--- src/rtl/frac_mclk_div.sv ---
module frac_mclk_div #(
  parameter int NUM_W = 8,
  parameter int DEN_W = 12
) (
  input  logic             clk,
  input  logic             rst,
  input  logic             wr_en,
  input  logic [NUM_W-1:0] wr_num,
  input  logic [DEN_W-1:0] wr_den,
  output logic             mclk_out,
  output logic             upd_busy,
  output logic             cfg_err
);
  localparam int ACC_W = DEN_W + 1;
  localparam logic [ACC_W-1:0] ONE = ACC_W'(1);

  logic [NUM_W-1:0] num_act, num_pend;
  logic [DEN_W-1:0] den_act, den_pend;
  logic [ACC_W-1:0] acc, sum, num_v, den_v;
  logic             hit, wr_ok, commit;

  assign num_v  = ACC_W'(num_act) + ONE;
  assign den_v  = ACC_W'(den_act) + ONE;
  assign sum    = acc + num_v;
  assign hit    = sum >= den_v;
  assign wr_ok  = wr_en && (DEN_W'(wr_num) <= wr_den);
  assign commit = upd_busy && hit;

  always_ff @(posedge clk) begin
    if (rst) begin
      acc      <= '0;
      mclk_out <= 1'b0;
      upd_busy <= 1'b0;
      cfg_err  <= 1'b0;
      num_act  <= '0;
      den_act  <= DEN_W'(1);
      num_pend <= '0;
      den_pend <= DEN_W'(1);
    end else begin
      if (hit) mclk_out <= ~mclk_out;
      if (commit)   acc <= '0;
      else if (hit) acc <= sum - den_v;
      else          acc <= sum;
      if (commit) begin
        num_act <= num_pend;
        den_act <= den_pend;
      end
      if (wr_ok) begin
        num_pend <= wr_num;
        den_pend <= wr_den;
      end
      upd_busy <= wr_ok || (upd_busy && !hit);
      if (wr_en && !wr_ok) cfg_err <= 1'b1;
    end
  end

  AST_ACC_BELOW_DEN: assert property (@(posedge clk) disable iff (rst) acc < den_v);
  AST_OLD_RATIO_HELD: assert property (@(posedge clk) disable iff (rst)
    (upd_busy && !hit) |=> ($stable(num_act) && $stable(den_act)));
  AST_COMMIT_ON_EDGE: assert property (@(posedge clk) disable iff (rst)
    $fell(upd_busy) |-> (mclk_out != $past(mclk_out)));
  AST_COMMIT_RESTART: assert property (@(posedge clk) disable iff (rst)
    $fell(upd_busy) |-> (acc == '0));
  AST_ERR_STICKY: assert property (@(posedge clk) disable iff (rst) cfg_err |=> cfg_err);
  AST_BAD_WRITE_IDLE: assert property (@(posedge clk) disable iff (rst)
    (wr_en && (DEN_W'(wr_num) > wr_den) && !upd_busy) |=> !upd_busy);
  AST_FULL_RATE: assert property (@(posedge clk) disable iff (rst)
    (DEN_W'(num_act) == den_act) |=> (mclk_out != $past(mclk_out)));
endmodule

--- config.mk ---
export PLATFORM = sky130hd
export DESIGN_NAME = frac_mclk_div
export DESIGN_NICKNAME = d
export VERILOG_FILES = /design/src/rtl/frac_mclk_div.sv
export SDC_FILE = /design/constraint.sdc
export NUM_CORES = 1
export LEC_CHECK = 0
export BUFFER_PORTS_ARGS = -buffer_cell sky130_fd_sc_hd__clkbuf_2
export CORE_AREA = 2 2 80 82
export DETAILED_ROUTE_END_ITERATION = 8
export DIE_AREA = 0 0 82 84
export GPL_TIMING_DRIVEN = 0
export PLACE_DENSITY = 0.77
export REMOVE_ABC_BUFFERS = 1
export SLEW_MARGIN = 20
export SYNTH_ARGS = -nofsm -noshare
export SYNTH_HDL_FRONTEND = slang
export SYNTH_SLANG_ARGS = --single-unit
--- constraint.sdc ---
create_clock -name clk -period 7.98 [get_ports clk]
set_input_delay 0.798 -clock clk [delete_from_list [all_inputs] [get_ports clk]]
set_output_delay 0.798 -clock clk [all_outputs]
set_load 0.1 [all_outputs]
### Word-level counts from Yosys, hierarchy flattened

Cells that the tools add are included.

* register bits after elaboration: 56
* bits in latches: 0
* RAM bits: 0
* memory bits (read-only): 0
* input port bits: 23
* output and inout port bits: 3
* logic and storage cells: 24
* memories: 0

* $add $sub $neg: 4
* $mul: 0
* divide/modulo/power cells: 0
* order comparisons: 2
* equality and inequality tests: 0
* shifts and indexed selects: 0
* multiplexer cells: 1
* bitwise gates (word level): 1
* reductions and logical operators: 8

Operators by type and width (count)
* $add A12 B1 Y13 const B: 1
* $add A13 B9 Y13: 1
* $ge A13 B13 Y1: 1
* $mux W13: 1
* $sub A13 B13 Y13: 1
* $le A8 B12 Y1: 1
* $add A8 B1 Y9 const B: 1
* $logic_and A1 B1 Y1: 4
* $logic_not A1 Y1: 2
* $reduce_or A2 Y1: 1
* $logic_or A1 B1 Y1: 1
* $not A1 Y1: 1

### Longest topological paths before layout

Gate-level depths: netlist of run 1.

* depth after elaboration: 6
* depth in mapped cells: 22
* gate-level depth less buffers: 20

### Worst setup path before layout of run 1

OpenSTA, ideal clock, no wires.

* kind: flip-flop to flip-flop
* start point: register num_act[0]
* end point: register den_act[0]
* library setup time: 122 ps
* data arrival time: 3917 ps
* required time: 7858 ps
* setup slack: 3941 ps
* stages on the path, launching flop included: 22
* buffers on the path: 1
* period minus slack after synthesis: 4039 ps
* path through: dfxtp_1 > inv_1 > ha_1 > inv_1 > fa_1 > a21o_1 > a21oi_1 > nor2b_1 > o31a_1 > o22ai_1 > nor3_1 > xnor2_1 > inv_1 > ha_1 > nand2_1 > nor4_1 > nand2_1 > mux2i_1 > or2_0 > buf_6 > a21oi_1 > a311o_1

* word-level cells in the longest chain between the ends: 4

RTL lines
* start, declared: RTL line 17 `logic [NUM_W-1:0] num_act, num_pend;`
* start signal, assigned: RTL line 45 `num_act <= num_pend;`
* $add A8 B1 Y9: RTL line 22 `assign num_v = ACC_W'(num_act) + ONE;`
* $add A13 B9 Y13: RTL line 24 `assign sum = acc + num_v;`
* $ge A13 B13 Y1: RTL line 25 `assign hit = sum >= den_v;`
* $logic_and A1 B1 Y1: RTL line 27 `assign commit = upd_busy && hit;`
* end signal, assigned: RTL line 46 `den_act <= den_pend;`
* end, declared: RTL line 18 `logic [DEN_W-1:0] den_act, den_pend;`

Every way passes these cells.
A chain may end at the register's enable or synchronous reset.

### Worst setup path in the final report of run 1

Ends and elaborated chain as after synthesis.

==> metrics.txt, run 1 <==
Post-synth top flop dfxtp_1; DRT Pass-1 Iters 4; CTS tree built; CP endpoint kind flip-flop; fmax 206 MHz; Port Buf Inserts 25; Post-synth EDFFs 0; Startpoint Class flip-flop; Clock Tree Root clkbuf_8; mean area per synthesized cell 8.20 um2; initial antenna violation count 0; I/O pin count 26; overall power 1220 uW; Flop pwr share 0.292; Worst VDD drop 0.000195 V; total congestion overflow 0; Final nets 499; min Tclk post-route 4.86 ns; worst-skew pair later-pin latency 0.32 ns; Worst Path Required 8.20 ns; Synth Area in Compound Gates 0.167; die span in y 84 um; global-route usage over all layers 0.224; DRT iter0 DRCs 212; first-pass GRT wire length 12.3 mm; drt wl/cell 13.5 um; Hold Crit Class reg2reg; Async SR Flop Fraction 0; dominant cells by area after synthesis dfxtp_1 (32%), ha_1 (11%), a21oi_1 (6.2%); Setup CP Type reg2reg; clk slew on worst S/H paths 0.11 ns; final RePlAce weighted congestion 0.866; clock sink count 56; synth cell count leaders dfxtp_1 (56), nand2_1 (47), a21oi_1 (43); Slew headroom 0.322; Synth Register Bits 56; Filler cells 535; post-synth top area cell dfxtp_1; Final period util 0.610; Distinct cells, synth 49; H-tree depth 2; Psw 547 uW; skew final 0.00663 ns; Synth Warn # 0; postcts setup bufs 0; cell-internal power 674 uW; Cell Area, Synth 3490 um2; worst-margin pin slew 1.02 ns; Arr. time, crit path 5.08 ns; n_diodes 0; Final ANT Viol Nets 0; synthesized-area fraction occupied by xor and xnor cells 0.0652; mux contribution to synthesized area 0.0573; drt drc 0; final hold vios 0; initial core utilization 0.573; max_cap viols 0; area share of the largest cell type after synthesis 0.321; DP HPWL 5.33 mm; CTS max path bufs 2; via count 2,958; largest net degree at the start of global routing 60; vias in the first global route 2,819; DIE AREA 6890 um2; core area 6100 um2; Pwr Density 326 nW/um2; CTS Buf Count 5; CTS resizes 0; RSZ-0062 raised after global routing false; Leak 0.00162 uW; total wire length 7.06 mm; most common cell in the netlist dfxtp_1; sequential cell area fraction in the yosys report 0.321; switching fraction of total power 0.448; endpoints failing setup 0; DR vias/cell 5.67; largest family of logic cells by synthesized area simple AND/OR/NAND/NOR gates; outcome finished, final reports clean; Post-Syn Instances 426; Slew Limit Fails 0; Core Rows 29; setup tns final 0 ns; share of layout cells above drive strength 1 0.101; Post-Synth Simple-Gate Area 0.220; Logic pwr share 0.574; Syn-to-layout area delta 7.23%; # hold bufs at CTS 0; Crit Path Max Fanout 22; Clock power frac 0.134; Post-Synth Adder-Cell Area 0.119; Die Wd 82 um
-- layout make-up --
cell class | count | area [um2] | area share
multi-input combinational | 332 | 2190 | 0.585
timing repair buffer | 29 | 166 | 0.0444
inverter | 20 | 75.1 | 0.0200
clock buffer | 5 | 68.8 | 0.0184
tap | 77 | 96.3 | 0.0257
clock inverter | 3 | 25.0 | 0.00668
sequential | 56 | 1120 | 0.300
-- power by group through the flow --
| stage | clock network (uW) | registers (uW) | logic, uW |
|---|---|---|---|
| after global placement | 0 | 360 | 663 |
| after CTS | 169 | 355 | 700 |
| after detailed placement | 0 | 362 | 695 |
| after global routing | 177 | 362 | 790 |
| after floorplan | 0 | 372 | 525 |
| final | 163 | 356 | 701 |
-- cells in the final DEF, fill, tap and decap left out, types with 14 or more instances in the layout --
master    instances
clkbuf_2         24
nand3_1          25
nand2_1          47
mux2i_1          20
o21ai_0          17
inv_1            20
ha_1             30
xor2_1           14
dfxtp_1          55
nor2_1           36
a21oi_1          43
-- sequential cells by signal, summed over array words and instances, names as in the netlist --
| signal | cells |
|---|---|
| acc | 13 |
| cfg_err | 1 |
| num_pend | 8 |
| den_pend | 12 |
| num_act | 8 |
| den_act | 12 |
| upd_busy | 1 |
| mclk_out | 1 |
-- per-stage QoR --
step                area [um2]  setup slack [ns]  std cells  hold slack [ns]  utilization
floorplan                 3390              3.27        408            0.430            -
global placement          3610              2.50        510            0.449        0.592
detailed placement        3650              3.20        514            0.453        0.599
CTS                       3750              3.14        522            0.468        0.615
global route              3750              2.77        522            0.486        0.615
finish                    3750              3.12        522            0.466        0.615
-- routing by layer --
| metal | up-vias | share of wire | global-route usage |
|---|---|---|---|
| li1 | 1544 | - | - |
| met3 | 6 | 0.028 | 0.0303 |
| met4 | 0 | 0.012 | 0.0667 |
| met5 | - | 0 | 0 |
| met1 | 1362 | 0.46 | 0.278 |
| met2 | 46 | 0.50 | 0.394 |
-- worst max-delay path, cell delays in order, from the launching register on --
cell     delay [ns]
dfxtp_1        0.32
inv_1          0.06
ha_1           0.16
inv_1          0.05
fa_1           0.41
a21o_1         0.20
a21oi_1        0.23
nor2b_1        0.10
o31a_1         0.26
o22ai_1        0.29
nor3_1         0.13
xnor2_1        0.24
inv_1          0.07
ha_1           0.35
nand2_1        0.12
nor4_1         0.39
nand2_1        0.09
mux2i_1        0.32
or2_1          0.33
buf_8          0.22
a21oi_1        0.09
a311o_1        0.34
-- kinds of logic (layout without fill, tap and decap cells) --
| logic type | Yosys count | count (layout) |
|---|---|---|
| DFF | 56 | 56 |
| xor gates and xnor gates | 26 | 26 |
| and+or+nand+nor | 159 | 159 |
| muxes | 20 | 20 |
| AOI/OAI and AO/OA | 95 | 95 |
| buffers and inverters | 38 | 57 |
| adders and majority gates | 32 | 32 |
-- final timing paths --
check,slack (ns),cells past startpoint,start,to
worst max-delay path,3.12,21,num_act[0],den_act[0]
worst max register to register,3.12,21,num_act[0],den_act[0]
worst min register to register,0.47,2,num_act[0],num_act[0]
worst min-delay path,0.47,2,num_act[0],num_act[0]
(Power assumes the default switching activity.)
==> run 2: changes to the inputs <==
Settings changed: CORE_AREA 2 2 80 82 to 2 2 83 85, DIE_AREA 0 0 82 84 to 0 0 85 87, PLACE_DENSITY 0.77 to 0.75.
Clock period 7.98 ns to 3.9 ns, I/O delays scaled along.
==> run 2 against run 1 <==
Effect of this change:
- the flow now finishes with violations (setup timing)
- hold slack got worse by 0.15 ns
- routed wire length up 30%
- non-clock buffer count is 31 higher
- critical endpoint unchanged
- largest cell class unchanged
- highest routed layer unchanged
==> metrics.txt, run 2 (synthesis results as in run 1) <==
hold_ws 0.319 ns; share of layout cells above drive strength 1 0.255; Final period util 1.05; Arr. time, crit path 4.30 ns; violated checks setup timing; Syn-to-layout area delta 24.5%; via count 3,333; Slew Limit Fails 0; # hold bufs at CTS 0; clk slew on worst S/H paths 0.11 ns; min Tclk post-route 4.09 ns; n_diodes 0; endpoints failing setup 35; most frequent cells in the layout dfxtp_1 (53), nand2_1 (43), nor2_1 (36); Reg with most FFs acc; skew final 0.00891 ns; number of flip-flops in the largest register 13; setup slack after layout -0.189 ns; worst-skew pair later-pin latency 0.31 ns; Port Buf Inserts 25; Worst Path Required 4.11 ns; Startpoint Class flip-flop; total congestion overflow 0; DRT iter0 DRCs 219; Slew headroom 0.286; Pwr Density 793 nW/um2; Leak 0.00184 uW; CTS Buf Count 5; global-route usage over all layers 0.230; clock sink count 56; Setup CP Type reg2reg; worst-margin pin slew 1.07 ns; Finished Cell Area 4350 um2; DIE AREA 7400 um2; Hold Crit Class in2reg; DRT Pass-1 Iters 5; outcome finished, violations left; Crit Path Max Fanout 11; commonest non-fill, non-tap cell in the layout dfxtp_1; fmax 245 MHz; largest net degree at the start of global routing 60; largest registers acc: 13 flops, den_act: 12 flops, den_pend: 12 flops; Clock Tree Root clkbuf_8; max_cap viols 0; H-tree depth 2; Core Rows 30; Final ANT Viol Nets 0; DR vias/cell 5.96; CTS max path bufs 2; I/O pin count 26; RSZ-0062 raised after global routing true; DP HPWL 5.41 mm; die span in y 87 um; CTS tree built; Die Wd 85 um; Final nets 533; core area 6570 um2; initial core utilization 0.532; dpl cell area 3660 um2; final hold vios 0; total wire length 9.20 mm; overall power 3450 uW; initial antenna violation count 0; drt wl/cell 16.5 um; vias in the first global route 3,046; Worst VDD drop 0.000408 V; CP endpoint kind flip-flop; first-pass GRT wire length 14.0 mm; drt drc 0; Filler cells 494; final RePlAce weighted congestion 0.832
==> run 2: timing repair <==
action                     4_1_cts  5_1_grt
pin swaps                       37       25
setup endpoints to repair       35       35
setup buffers                   24        7
gates resized for setup         41       23
cloned                           3        1
==> run 2: cell type report <==
type	count	area [um2]	area share
Multi-Input combinational cell	335	2480	0.570
Sequential cell	56	1120	0.259
Timing Repair Buffer	60	477	0.110
Tap cell	80	100	0.0230
Inverter	20	75.1	0.0173
Clock buffer	5	68.8	0.0158
Clock inverter	3	25.0	0.00575
==> run 2: worst paths after layout <==
kind	depth (start not counted)	end	slack (ns)	startpoint
setup / recovery	23	den_act[0]	-0.19	acc[0]
hold / removal	3	den_pend[7]	0.32	wr_den[7]
setup reg to reg	23	den_act[0]	-0.19	acc[0]
hold reg to reg	2	num_act[1]	0.48	num_pend[1]
==> run 2: routing by layer <==
layer / wire, um / GRT usage / part of all wire
met4: 287 / 0.0736 / 0.031
met3: 595 / 0.0408 / 0.065
met1: 3840 / 0.289 / 0.42
met5: 0 / 0 / 0
met2: 4470 / 0.402 / 0.49
==> run 2: power breakdown <==
part / switching [uW] / internal, uW / total, uW
Combinational: 1260 / 1120 / 2380
Clock: 204 / 132 / 335
Sequential: 82.0 / 656 / 738
==> run 2: per-stage QoR <==
| stage | cells | TNS (ns) | setup WS (ns) | utilization |
|---|---|---|---|---|
| 2_1_floorplan | 408 | -14.50 | -0.808 | - |
| 3_5_place_dp | 517 | -24.62 | -0.919 | 0.558 |
| 3_3_place_gp | 513 | -40.97 | -1.63 | 0.550 |
| 5_1_grt | 559 | -9.61 | -0.329 | 0.662 |
| 4_1_cts | 552 | -2.81 | -0.132 | 0.639 |
| 6_report | 559 | -4.47 | -0.189 | 0.662 |
==> run 2: critical path: stages (launching register included) <==
cell and delay (ns):
dfxtp_2 0.34, inv_2 0.07, ha_4 0.13, inv_2 0.04, fa_2 0.36, a21o_1 0.18
a21oi_2 0.15, buf_4 0.13, buf_4 0.09, buf_4 0.09, buf_4 0.09, buf_4 0.09
buf_4 0.09, buf_4 0.10, xnor2_2 0.11, ha_1 0.33, o21ai_2 0.20, a31oi_2 0.10
o21ai_2 0.28, o21ai_4 0.11, or2_4 0.30, buf_12 0.14, buf_16 0.13, a311o_1 0.34
==> run 3: changes to the inputs <==
Settings changed: ABC_AREA set to 1, ABC_CLOCK_PERIOD_IN_PS set to 3900, PLACE_DENSITY 0.75 to 0.74.
==> run 3 against run 2 <==
Effect of this change:
- the flow now finishes without violations
- worst setup slack better by 0.30 ns
- core utilization is 8.0 points lower
- sequential share of layout area is 3.5 points higher
- first-iteration DRC count is 47% lower
- cell area is 12% lower
- via count is 12% lower
- synthesized cell count is 5.2% higher
- highest routed layer unchanged
==> metrics.txt, run 3 <==
CTS Buf Count 5; synth cell count leaders nor2_1 (70), nand2_1 (59), dfxtp_1 (56); capture point of the worst path acc[0]; drt drc 0; family with the most delay on the worst path simple AND/OR/NAND/NOR gates; DRT Pass-1 Iters 4; crit-path cells inv_1 -> ha_1 -> inv_2 -> fa_2 -> nand3_1 -> nand2_1 -> nand2_1 -> o211ai_1 -> nand2_1 -> nor2_1 -> xor2_1 -> ha_1 -> a21oi_1 -> a21boi_1 -> nand3_1 -> nand2_1 -> inv_2 -> o21ai_4 -> nand3_4 -> buf_4 -> inv_4 -> nor2_1 -> o21ba_1; hold_ws 0.240 ns; post-synth top area cell dfxtp_1; most common cell in the netlist nor2_1; R2R Setup Slk 0.11 ns; mean area per synthesized cell 7.62 um2; endpoints failing setup 0; largest net degree at the start of global routing 44; Finished Core Util 0.582; final hold vios 0; final RePlAce weighted congestion 0.859; I/O pin count 26; worst-skew pair later-pin latency 0.32 ns; Final ANT Viol Nets 0; initial antenna violation count 0; vias in the first global route 2,679; Slowest cell on crit path fa_2; Post-Syn Instances 448; Placed Instances 540; n_diodes 0; Setup CP Type reg2reg; fmax 264 MHz; first-pass GRT wire length 11.8 mm; via count 2,936; area share of the largest cell type after synthesis 0.328; crit path from num_act[0]; total wire length 7.05 mm; Post-synth EDFFs 0; Crit. path cell count 23; Port Buf Inserts 25; Reg with most FFs acc; number of flip-flops in the largest register 13; CTS max path bufs 2; DP HPWL 5.11 mm; Distinct cells, synth 41; clk slew on worst S/H paths 0.10 ns; die span in y 87 um; r2r endpoint acc[0]; Slew headroom 0.244; Post-synth top flop dfxtp_1; drt wl/cell 12.6 um; min Tclk post-route 3.79 ns; Async SR Flop Fraction 0; Cell Area, Synth 3420 um2; Slew Limit Fails 0; initial core utilization 0.520; clock sink count 56; max_cap viols 0; Filler cells 585; skew final 0.0110 ns; Die Wd 85 um; Syn-to-layout area delta 11.9%; FF-to-FF Start num_act[0]; sequential cell area fraction in the yosys report 0.328; CP endpoint kind flip-flop; worst-margin pin slew 1.13 ns; total congestion overflow 0; largest registers acc: 13 flops, den_act: 12 flops, den_pend: 12 flops; Reg2Reg Depth 23; DR vias/cell 5.26; Core Rows 30; share of layout cells above drive strength 1 0.155; Crit Path Max Fanout 9; Startpoint Class flip-flop; H-tree depth 2; global-route usage over all layers 0.198; Final period util 0.972; Synth Register Bits 56; Final nets 532; most frequent cells in the layout nor2_1 (70), nand2_1 (59), dfxtp_1 (56); Crit path largest cell delay 0.35 ns; CTS tree built; Layout Cells excl Fill 558; commonest non-fill, non-tap cell in the layout nor2_1; Worst Path Required 4.11 ns; # hold bufs at CTS 0; CP Buf/Inv Count 5; Crit path top cell by count nand2_1; Synth Warn # 0; outcome finished, final reports clean; Hold Crit Class in2reg; DIE AREA 7400 um2; Arr. time, crit path 4.00 ns; core area 6570 um2; Clock Tree Root clkbuf_8; DRT iter0 DRCs 117; dominant cells by area after synthesis dfxtp_1 (33%), ha_1 (11%), nor2_1 (7.7%)
## run 3: layout make-up
class,instances,area (um2),share of cell area
clock buffers,5,68.8,0.0180
repair buffers,33,185,0.0484
multi-input cells,340,2140,0.560
well taps,80,100,0.0262
flip-flops and latches,56,1120,0.293
inverters,41,159,0.0416
clock inverters,3,47.5,0.0124
## run 3: cells by family (layout without fill, tap and decap cells)
logic type | Yosys count | count (layout) | share of synthesized area
buf+inv | 54 | 82 | 0.0689
simple gates | 170 | 172 | 0.225
compound gates | 106 | 106 | 0.179
flops | 56 | 56 | 0.328
fa+ha+maj | 32 | 32 | 0.122
xor+xnor | 30 | 30 | 0.0769
## run 3: layer usage
| layer | share of wire | vias up | wire [um] | GRT usage |
|---|---|---|---|---|
| li1 | - | 1556 | - | - |
| met5 | 0 | - | 0 | 0 |
| met3 | 0.031 | 12 | 216 | 0.0284 |
| met1 | 0.46 | 1303 | 3230 | 0.255 |
| met4 | 0.025 | 0 | 174 | 0.0707 |
| met2 | 0.49 | 65 | 3430 | 0.340 |
## run 3: how the worst min path moves through the flow
stage                    start         end  slack [ns]  depth (start not counted)
CTS                        rst    upd_busy        0.23                          2
floorplan           num_act[0]  num_act[0]        0.44                          2
global placement       cfg_err     cfg_err        0.43                          2
detailed placement    mclk_out    mclk_out        0.45                          1
finish                     rst    upd_busy        0.24                          2
global route               rst     cfg_err        0.25                          2
## run 3: timing repair
action,in CTS,in global routing
cloned,2,0
setup endpoints to repair,15,35
setup buffers,2,6
pin swaps,2,5
gates resized for setup,1,11
## run 3: per-stage QoR
step / TNS (ns) / setup slack (ns) / area [um2]
global route: -1.51 / -0.104 / 3820
finish: 0 / 0.110 / 3820
CTS: 0 / 0.0383 / 3720
detailed placement: -1.15 / -0.185 / 3560
global placement: -0.925 / -0.149 / 3560
floorplan: 0 / 0.364 / 3340
Power of run 3 is left out: the tool's default activity adds up to more than one toggle a clock period on the data nets, which glitch-free logic cannot reach.
